[src/rtl/frs_pkg.sv]
package frs_pkg;
  typedef enum logic [1:0] {
    ST_IDLE  = 2'd0,
    ST_DISCH = 2'd1,
    ST_RUN   = 2'd2,
    ST_OTP   = 2'd3
  } seq_state_e;
endpackage

[src/rtl/frs_line_mon.sv]
module frs_line_mon (
  input  logic clk_i,
  input  logic rst_ni,
  input  logic line_in_i,
  input  logic line_low_i,
  input  logic ov_hi_i,
  input  logic ov_lo_i,
  output logic line_good_o
);
  logic brown_ok_q, ov_blk_q;

  // brown-in / brown-out hysteresis
  always_ff @(posedge clk_i or negedge rst_ni) begin
    if (!rst_ni)         brown_ok_q <= 1'b0;
    else if (line_low_i) brown_ok_q <= 1'b0;
    else if (line_in_i)  brown_ok_q <= 1'b1;
  end

  // overvoltage hysteresis: block until below the lower level
  always_ff @(posedge clk_i or negedge rst_ni) begin
    if (!rst_ni)       ov_blk_q <= 1'b0;
    else if (ov_hi_i)  ov_blk_q <= 1'b1;
    else if (!ov_lo_i) ov_blk_q <= 1'b0;
  end

  assign line_good_o = brown_ok_q & ~ov_blk_q;
endmodule

[src/rtl/frs_wait_timer.sv]
module frs_wait_timer #(
  parameter int unsigned SHORT_WAIT = 1024,
  parameter int unsigned LONG_WAIT  = 131072
) (
  input  logic clk_i,
  input  logic rst_ni,
  input  logic clr_i,
  input  logic tick_i,
  input  logic short_i,
  output logic done_o
);
  localparam int unsigned CNT_W = $clog2(LONG_WAIT + 1);
  localparam logic [CNT_W-1:0] LIM_S = CNT_W'(SHORT_WAIT);
  localparam logic [CNT_W-1:0] LIM_L = CNT_W'(LONG_WAIT);

  logic [CNT_W-1:0] cnt_q;
  logic [CNT_W-1:0] lim;

  assign lim    = short_i ? LIM_S : LIM_L;
  assign done_o = (cnt_q >= lim);

  always_ff @(posedge clk_i or negedge rst_ni) begin
    if (!rst_ni)                  cnt_q <= '0;
    else if (clr_i)               cnt_q <= '0;
    else if (tick_i && !done_o)   cnt_q <= cnt_q + 1'b1;
  end
endmodule

[src/rtl/frs_seq_fsm.sv]
module frs_seq_fsm
  import frs_pkg::*;
(
  input  logic clk_i,
  input  logic rst_ni,
  input  logic vcc_ok_i,
  input  logic vcch_ok_i,
  input  logic fault_i,
  input  logic otp_i,
  input  logic done_i,
  output logic cnt_clr_o,
  output logic short_o,
  output logic discharge_o,
  output logic run_o
);
  seq_state_e state_q, state_d;
  logic first_q, cyc_seen_q;

  always_comb begin
    state_d = state_q;
    if (state_q != ST_OTP && otp_i) begin
      state_d = ST_OTP;
    end else begin
      unique case (state_q)
        ST_IDLE:  if (vcc_ok_i) state_d = ST_DISCH;
        ST_DISCH: if (!vcc_ok_i) state_d = ST_IDLE;
                  else if (!fault_i && done_i) state_d = ST_RUN;
        ST_RUN:   if (!vcc_ok_i) state_d = ST_IDLE;
                  else if (fault_i) state_d = ST_DISCH;
        ST_OTP:   if (cyc_seen_q && vcch_ok_i && !otp_i) state_d = ST_DISCH;
        default:  state_d = ST_IDLE;
      endcase
    end
  end

  always_ff @(posedge clk_i or negedge rst_ni) begin
    if (!rst_ni) begin
      state_q    <= ST_IDLE;
      first_q    <= 1'b1;
      cyc_seen_q <= 1'b0;
    end else begin
      state_q <= state_d;
      if (state_q != ST_OTP && !vcc_ok_i) first_q <= 1'b1;
      else if (state_d == ST_RUN)         first_q <= 1'b0;
      if (state_q != ST_OTP)  cyc_seen_q <= 1'b0;
      else if (!vcch_ok_i)    cyc_seen_q <= 1'b1;
    end
  end

  assign cnt_clr_o   = (state_q != ST_DISCH) | fault_i;
  assign short_o     = first_q;
  assign run_o       = (state_q == ST_RUN);
  assign discharge_o = ~run_o;
endmodule

[src/rtl/fault_restart_seq.sv]
module fault_restart_seq #(
  parameter int unsigned SHORT_WAIT = 1024,
  parameter int unsigned LONG_WAIT  = 131072
) (
  input  logic clk_i,
  input  logic rst_ni,
  input  logic tick_i,
  input  logic vcc_ok_i,
  input  logic vcch_ok_i,
  input  logic line_in_i,
  input  logic line_low_i,
  input  logic ov_hi_i,
  input  logic ov_lo_i,
  input  logic oc_fault_i,
  input  logic remote_off_i,
  input  logic otp_i,
  output logic discharge_o,
  output logic run_o
);
  logic line_good, fault, cnt_clr, short_sel, done;

  frs_line_mon u_line (
    .clk_i(clk_i), .rst_ni(rst_ni),
    .line_in_i(line_in_i), .line_low_i(line_low_i),
    .ov_hi_i(ov_hi_i), .ov_lo_i(ov_lo_i),
    .line_good_o(line_good)
  );

  assign fault = oc_fault_i | remote_off_i | ~line_good | ~vcch_ok_i;

  frs_wait_timer #(.SHORT_WAIT(SHORT_WAIT), .LONG_WAIT(LONG_WAIT)) u_timer (
    .clk_i(clk_i), .rst_ni(rst_ni),
    .clr_i(cnt_clr), .tick_i(tick_i), .short_i(short_sel),
    .done_o(done)
  );

  frs_seq_fsm u_fsm (
    .clk_i(clk_i), .rst_ni(rst_ni),
    .vcc_ok_i(vcc_ok_i), .vcch_ok_i(vcch_ok_i),
    .fault_i(fault), .otp_i(otp_i), .done_i(done),
    .cnt_clr_o(cnt_clr), .short_o(short_sel),
    .discharge_o(discharge_o), .run_o(run_o)
  );
endmodule

[config.mk]
export PLATFORM = sky130hd
export DESIGN_NAME = fault_restart_seq
export DESIGN_NICKNAME = d
export VERILOG_FILES = /design/src/rtl/frs_pkg.sv /design/src/rtl/frs_line_mon.sv /design/src/rtl/frs_wait_timer.sv /design/src/rtl/frs_seq_fsm.sv /design/src/rtl/fault_restart_seq.sv
export SDC_FILE = /design/constraint.sdc
export NUM_CORES = 1
export LEC_CHECK = 0
export BUFFER_PORTS_ARGS = -buffer_cell sky130_fd_sc_hd__buf_4
export CORE_ASPECT_RATIO = 0.8
export CORE_MARGIN = 4
export CORE_UTILIZATION = 57
export CTS_CLUSTER_SIZE = 8
export DETAILED_ROUTE_END_ITERATION = 6
export GPL_TIMING_DRIVEN = 1
export PLACE_DENSITY = 0.78
export SLEW_MARGIN = 0
export SYNTH_ARGS = -nofsm -noshare
export SYNTH_HDL_FRONTEND = slang
export SYNTH_SLANG_ARGS = --single-unit
[constraint.sdc]
create_clock -name clk_i -period 1.9 [get_ports clk_i]
set_clock_uncertainty 0.05 [all_clocks]
set_input_delay 0 -clock clk_i [delete_from_list [all_inputs] [get_ports clk_i]]
set_output_delay 0 -clock clk_i [all_outputs]
set_load 0.1 [all_outputs]
* Word-level counts from Yosys, hierarchy flattened
Cells that the tools add are included.
Operators by class: magnitude comparators 1, add/sub/neg operators 1, bitwise logic cells 9, reductions and logical operators 14, muxes and demuxes 19, equal/unequal tests 8
Operators with widths (number):
- $mux 18 | 3
- $add 18x1->18 const B | 1
- $ge 18x18->1 | 1
- $mux 2 | 7
- $mux 1 | 8
- $pmux 2 s4 | 1
- $eq 2x2->1 const B | 3
- $logic_and 1x1->1 | 6
- $reduce_bool 2->1 | 3
- $logic_not 1->1 | 4
- $ne 2x1->1 const B | 2
- $ne 2x2->1 const B | 2
- $not 1->1 | 4
- $or 1x1->1 | 4
- $eq 2x1->1 const B | 1
- $logic_not 2->1 | 1
- $and 1x1->1 | 1
Word-level totals: input port bits 12, register bits 24

* Depth between registers and ports, before layout
Gate-level depths: netlist of run 1.
depth after elaboration 14, depth in mapped cells 7

* Modules after synthesis
From an unflattened synthesis of run 1, not the netlist that was laid out.
Unflattened totals: cells, all modules 153, area, all modules 1453.9 um^2
Modules (own cells, without submodules):
- frs_wait_timer | seq. area each 450.4 um^2, area an instance 1164.9 um^2, instances 1, cells an instance 125
- frs_seq_fsm | seq. area each 101.3 um^2, area an instance 203.9 um^2, instances 1, cells an instance 22
- frs_line_mon | seq. area each 50.0 um^2, area an instance 73.8 um^2, instances 1, cells an instance 5
- fault_restart_seq | seq. area each 0.0 um^2, area an instance 11.3 um^2, instances 1, cells an instance 1

* Least setup slack after synthesis of run 1
Ideal clock, no wire load.
kind reg-to-output, from register u_fsm.state_q[0], to output port run_o, path slack -0.135 ns, stages on the path, launching flop included 3, arrival 1.985 ns, cell sequence dfrtp_1 > nand2b_1 > inv_1
On the way: word-level cells in the longest chain between the ends 1
RTL lines:
- start: declaration | RTL line frs_seq_fsm.sv:16 | seq_state_e state_q, state_d;
- start signal: assignment | RTL line frs_seq_fsm.sv:42 | state_q <= state_d;
- $eq 2x2->1 | RTL line frs_seq_fsm.sv:52 | assign run_o = (state_q == ST_RUN);
- end: declaration | RTL line fault_restart_seq.sv:18 | output logic run_o
Every way passes these cells.

* Final worst setup path of run 1
from register u_fsm.first_q (netlist: u_fsm.short_o), to register u_timer.cnt_q[2]
On the way: word-level cells in the longest chain between the ends 5
RTL lines:
- start: declaration | RTL line frs_seq_fsm.sv:17 | logic first_q, cyc_seen_q;
- start signal: assignment | RTL line frs_seq_fsm.sv:39 | first_q <= 1'b1;
- start signal: assignment | RTL line frs_seq_fsm.sv:43 | if (state_q != ST_OTP && !vcc_ok_i) first_q <= 1'b1;
- start signal: assignment | RTL line frs_seq_fsm.sv:44 | else if (state_d == ST_RUN) first_q <= 1'b0;
- $mux 18 | RTL line frs_wait_timer.sv:19 | assign lim = short_i ? LIM_S : LIM_L;
- $ge 18x18->1 | RTL line frs_wait_timer.sv:20 | assign done_o = (cnt_q >= lim);
- $logic_not 1->1 | RTL line frs_wait_timer.sv:25 | else if (tick_i && !done_o) cnt_q <= cnt_q + 1'b1;
- $logic_and 1x1->1 | RTL line frs_wait_timer.sv:25
- $reduce_bool 2->1 (no source line)
- end signal: assignment | RTL line frs_wait_timer.sv:25
- end: declaration | RTL line frs_wait_timer.sv:16 | logic [CNT_W-1:0] cnt_q;
Every way passes these cells. A chain may end at the register's enable or synchronous reset.

==> results_dict.tcl, run 1 <==
set metrics [dict create \
    ys_seq_elements 24 \
    clkSinkCount 24 \
    synth.most_common_cell "nor2_1" \
    avgRoutedWirePerCell_um 16.27 \
    rows 15 \
    hold_viol_final 0 \
    gp_congestion 0.7878 \
    min_from "oc_fault_i" \
    final_nets 189 \
    crit_fanout 3 \
    rrSetupSlack_ns 0.07 \
    core_area_um2 2196 \
    end_kind "register" \
    die_w_um 62.34 \
    rr_startpoint "u_fsm.short_o" \
    vias_per_cell 5.964 \
    min_path_type "in2reg" \
    cp_data_arrival_time_ns 2.00 \
    dr_total_vias 1175 \
    cap_viol_max_count 0 \
    power.leakage_nw 0.7393 \
    antenna_cells 0 \
    ir_worst_vdd_uv 717.5 \
    clk_pin_slew_worst_paths_ns 0.13 \
    postSynthAreaPerCell_um2 9.481 \
    grt_pass1_wl_um 5713 \
    syn_nets 158 \
    synth_edf_count 0 \
    grt_pass1_vias 1259 \
    reg2reg_to "u_timer.cnt_q[2]" \
    nFillCells 152 \
    synth_top_area_share_pct 42.75 \
    synth_common_cells "24 x nor2_1, 23 x dfrtp_1, 12 x nand3_1, 12 x xor2_1, 9 x nand4_1" \
    dieHeight_um 51.47 \
    async_reset_ff_share_pct 100.0 \
    worst_slew_pin_slew_ns 0.4259 \
    firstDrtPassIters 4 \
    die_area_um2 3208 \
    postPlaceCellArea_um2 1513 \
    syn_inst 142 \
    setup_viol 0 \
    yosysSeqAreaShare_pct 44.70 \
    final.min_clock_period_ns 1.827 \
    max_freq_mhz 547.5 \
    whs_ns 0.02346 \
    grt.total_usage_pct 22.24 \
    p_per_area_nw_per_um2 720.8 \
    synth_area_leaders "dfrtp_1 43%, xor2_1 7.8%, nor2_1 6.7%" \
    antenna_found_initial 0 \
    clock-root-buffer "clkbuf_4" \
    setup_slack_ns 0.07340 \
    cts_tree "yes" \
    rsz0062_at_grt "true" \
    htree_num_levels 1 \
    hold_end "u_timer.cnt_q[17]" \
    postRouteAntennaNets 0 \
    cp-start-kind "register" \
    stdcell_area_um2 1700 \
    status "finished clean" \
    drcViolationCount 0 \
    cts-buffers-inserted 3 \
    drive_gt1_share_pct 23.84 \
    area_growth_pct 26.30 \
    grt_max_degree 25 \
    crit_required_ns 2.07 \
    drtIter0Drc 39 \
    setup.worst_path.class "reg2reg" \
    grt_remaining_overflow 0 \
    hpwl_um 2278 \
    ios 14 \
    hold_depth 4 \
    synthFlopType "dfrtp_1" \
    period_share_pct 96.14 \
    yosysUniqueCellTypes 39 \
    pre_cts_slack_ns -0.01622 \
    start_util_pct 61.31 \
    r2r_cells 6 \
    synthesis.area_um2 1346 \
    relSlewSlack_pct 71.34 \
    cts_buffer_depth 2 \
    port_buffers 13 \
    slew_violations 0 \
    insertion_delay_ns 0.32 \
    totalPowerFinal_mw 1.226 \
    yosysTopAreaCell "dfrtp_1" \
    ys_warn_count 0 \
    routed_wl_um 3205 \
]
## critical path: stages, from the launching register on
cell and delay, ns:
dfstp_2 0.60, ha_4 0.14, nor4b_4 0.17, nand4_1 0.21
o2111ai_1 0.32, xor2_1 0.20, nor2_1 0.05
## through the flow
step	setup TNS [ns]	std cells	util (%)
6_report	0	197	77.44
2_1_floorplan	0	142	-
4_1_cts	-0.01304	194	74.47
3_5_place_dp	-0.01622	182	68.89
3_3_place_gp	0	182	68.89
5_1_grt	-0.1378	197	77.44
## logic make-up after synthesis
family | synth area share (%)
AOI/OAI and AO/OA | 9.852
DFF | 44.70
buffers and inverters | 3.625
muxes | 0.7435
adders and majority gates | 3.718
xor gates and xnor gates | 9.759
and+or+nand+nor | 27.60
## power by group
part	internal, mW	switching (mW)
Clock	0.117	0.153
Sequential	0.544	0.0324
Combinational	0.184	0.196
## registers in the layout, indices dropped and copies added, names as in the netlist
signal	cells
u_line.ov_blk_q	1
u_line.brown_ok_q	1
u_fsm.cyc_seen_q	1
u_fsm.short_o	1
u_timer.cnt_q	18
u_fsm.state_q	2
## placed cells by master (no fill, tap or decap), types with 2 or more instances in the layout
cell type and count:
inv_1 6, nor4b_4 2, nand3_1 12, and3_1 2, ha_1 3, clkbuf_4 3, o21ai_0 2, nor2_1 24
nand2_1 6, xnor2_1 3, nor3_1 2, nand4_1 9, a21oi_1 3, xor2_1 12, buf_4 20, nand3b_1 3
dfrtp_1 23, dlygate4sd3_1 8, o211ai_2 2
## repair_timing
action	CTS	global route
pin swaps	0	5
setup buffers	0	3
endpoints found under the setup margin	2	14
hold endpoints to repair	30	0
hold buffers	8	0
resized for setup	1	7
## routing by layer
layer | part of all wire [%] | global-route usage [%] | up-vias
met5 | 0 | 0 | -
met4 | 1.8 | 9.187 | 0
met3 | 3.6 | 4.835 | 8
met2 | 50 | 38.28 | 26
met1 | 45 | 27.20 | 580
li1 | - | - | 561
## layout make-up
class	instances	area [µm²]	area share [%]
Inverter	8	33.78	1.987
Tap cell	25	31.28	1.840
Timing Repair Buffer	29	250.2	14.72
Sequential cell	24	601.8	35.39
Multi-Input combinational cell	107	747.0	43.93
Clock buffer	4	36.28	2.134
## worst max path at each step
stage / start / endpoint / slack (ns) / cells past startpoint
final: u_fsm.short_o / u_timer.cnt_q[2] / 0.07 / 6
after global routing: u_timer.cnt_q[0] / u_timer.cnt_q[1] / -0.05 / 7
after CTS: u_fsm.short_o / u_fsm.short_o / -0.01 / 6
after detailed placement: u_timer.cnt_q[0] / u_fsm.short_o / -0.02 / 7
after global placement: u_timer.cnt_q[0] / u_fsm.short_o / 0.11 / 7
after floorplan: u_fsm.short_o / u_timer.cnt_q[14] / 0.18 / 7
Note: power is estimated with default switching activity, not from simulation.
==> inputs of run 2 (changes only) <==
--- a/config.mk
+++ b/config.mk
@@ -9,6 +9,8 @@
 export CORE_ASPECT_RATIO = 0.8
 export CORE_MARGIN = 4
 export CORE_UTILIZATION = 57
+export CTS_BUF_LIST = sky130_fd_sc_hd__clkbuf_16
+export CTS_CLUSTER_DIAMETER = 30
 export CTS_CLUSTER_SIZE = 8
 export DETAILED_ROUTE_END_ITERATION = 6
 export GPL_TIMING_DRIVEN = 1
==> run 2 against run 1 <==
Register-to-register slack worse by 0.04 ns. Global-route usage fell by 0.82 points. Sequential power about the same. Critical path depth up 1. Final area grew 2.3%. Utilization is 1.8 points higher. Maximum frequency down 2.1%. Sequential share of layout area shrank 0.79 points. Die area did not move. Clock power grew 67%. Largest cell class unchanged. Highest routed layer unchanged.
==> results_dict.tcl, run 2 (same netlist as run 1, synthesis figures left out) <==
set metrics [dict create \
    slew_violations 0 \
    p_per_area_nw_per_um2 815.0 \
    start_util_pct 61.31 \
    rows 15 \
    power_frac_seq_pct 40.7 \
    grt_max_degree 25 \
    pre_cts_slack_ns -0.01622 \
    avgRoutedWirePerCell_um 16.41 \
    cts_tree "yes" \
    ir_worst_vdd_uv 1059 \
    area_growth_pct 29.18 \
    port_buffers 13 \
    cp_data_arrival_time_ns 2.00 \
    clkSinkCount 24 \
    largest_reg_flops 18 \
    grt.total_usage_pct 21.41 \
    cp-start-kind "register" \
    rsz0062_at_grt "true" \
    vias_per_cell 6.026 \
    insertion_delay_ns 0.26 \
    nFillCells 142 \
    antenna_found_initial 0 \
    reg.largest.list "u_timer.cnt_q x18, u_fsm.state_q x2" \
    period_share_pct 98.24 \
    power.leakage_nw 0.7504 \
    crit_end "u_fsm.short_o" \
    final_nets 188 \
    postRouteAntennaNets 0 \
    drcViolationCount 0 \
    drtIter0Drc 42 \
    multi_input_area_um2 750.7 \
    status "finished clean" \
    largest_register "u_timer.cnt_q" \
    final.min_clock_period_ns 1.867 \
    p_int_mw 1.008 \
    whs_ns 0.09811 \
    core_area_um2 2196 \
    finish.utilization_pct 79.20 \
    grt_remaining_overflow 0 \
    dr_total_vias 1181 \
    swShare_pct 28.85 \
    clk_pin_slew_worst_paths_ns 0.06 \
    dieHeight_um 51.47 \
    grt_pass1_vias 1202 \
    crit_required_ns 2.03 \
    max_freq_mhz 535.7 \
    die_w_um 62.34 \
    hpwl_um 2278 \
    clock-root-buffer "clkbuf_16" \
    setup.worst_path.class "reg2reg" \
    stdcell_count 196 \
    rr_startpoint "u_timer.cnt_q[1]" \
    cts_buffer_depth 2 \
    die_area_um2 3208 \
    rrSetupSlack_ns 0.03 \
    grt_pass1_wl_um 5520 \
    setup_viol 0 \
    placed_cells 182 \
    gp_congestion 0.7878 \
    p_sw_mw 0.4089 \
    relSlewSlack_pct 70.36 \
    clockPowerShare_pct 31.9 \
    end_kind "register" \
    firstDrtPassIters 5 \
    setup_slack_ns 0.03336 \
    cts-buffers-inserted 3 \
    min_path_type "in2reg" \
    routed_wl_um 3216 \
    mostFrequentLayoutCell "nor2_1" \
    critPathLaunch "u_timer.cnt_q[1]" \
    regArea_um2 601.8 \
    drive_gt1_share_pct 22.81 \
    layout.cells.most_common_list "24 x nor2_1, 23 x dfrtp_1, 19 x buf_4" \
    crit_fanout 4 \
    cap_viol_max_count 0 \
    hold_viol_final 0 \
    antenna_cells 0 \
    htree_num_levels 1 \
    ios 14 \
    power_frac_comb_pct 27.4 \
    reg2reg_to "u_fsm.short_o" \
    worst_slew_pin_slew_ns 0.4405 \
    r2r_cells 7 \
]
run 2: cell types whose count changed in the layout (fill, tap and decap cells not counted):
cell       change
o2111ai_1      -1
clkbuf_4       -3
buf_4          -1
clkbuf_16      +3
o2111ai_2      +1
nor2b_2        -1
clkbuf_8       -1
clkinv_1       +1
nor2b_1        +1
run 2: power groups by stage:
stage | clock network (mW) | registers [mW] | logic (mW)
global route | 0.492 | 0.580 | 0.426
detailed placement | 0 | 0.584 | 0.316
finish | 0.452 | 0.576 | 0.389
floorplan | 0 | 0.573 | 0.216
CTS | 0.460 | 0.574 | 0.330
global placement | 0 | 0.578 | 0.302
run 2: per-layer routing:
metal	vias to the layer above	routed length [µm]	track usage, %
met4	0	60	5.654
met3	8	111	4.176
met5	-	0	0
met1	587	1428	27.58
li1	558	-	-
met2	28	1615	37.07
run 2: worst max-delay path, cell delays in order (launching register included):
cell and delay (ns):
dfrtp_1 0.42, inv_1 0.07, ha_1 0.14, nor4b_4 0.22, nand4_1 0.26, o21ai_2 0.24, o211ai_2 0.12, o221a_1 0.26
run 2: layout make-up:
| type | instances | area share (%) |
|---|---|---|
| clock buffers | 3 | 4.317 |
| clock inverters | 1 | 0.2158 |
| inverters | 8 | 1.942 |
| multi-input cells | 107 | 43.17 |
| flip-flops and latches | 24 | 34.60 |
| well taps | 25 | 1.799 |
| repair buffers | 28 | 13.96 |
run 2: timing repair:
action	4_1_cts	5_1_grt
hold buffers	8	0
pin swaps	0	4
setup buffers	0	2
hold endpoints to repair	30	0
endpoints found under the setup margin	2	7
resized for setup	1	7
run 2: per-stage QoR:
stage | setup TNS (ns) | power (mW) | instance area [µm²]
3_5_place_dp | -0.01622 | 0.9001 | 1513
6_report | 0 | 1.417 | 1739
5_1_grt | -0.3098 | 1.497 | 1739
3_3_place_gp | 0 | 0.8804 | 1513
2_1_floorplan | 0 | 0.7894 | 1353
4_1_cts | -0.001890 | 1.365 | 1678
run 2: how the worst min path moves through the flow:
stage / startpoint / to / slack [ns] / cells past startpoint
6_report: oc_fault_i / u_timer.cnt_q[17] / 0.1 / 4
5_1_grt: oc_fault_i / u_timer.cnt_q[17] / 0.11 / 4
4_1_cts: oc_fault_i / u_timer.cnt_q[17] / 0.09 / 4
3_5_place_dp: rst_ni / u_fsm.state_q[1] / -0.13 / 1
3_3_place_gp: rst_ni / u_fsm.state_q[1] / -0.14 / 1
2_1_floorplan: rst_ni / u_fsm.cyc_seen_q / -0.35 / 0
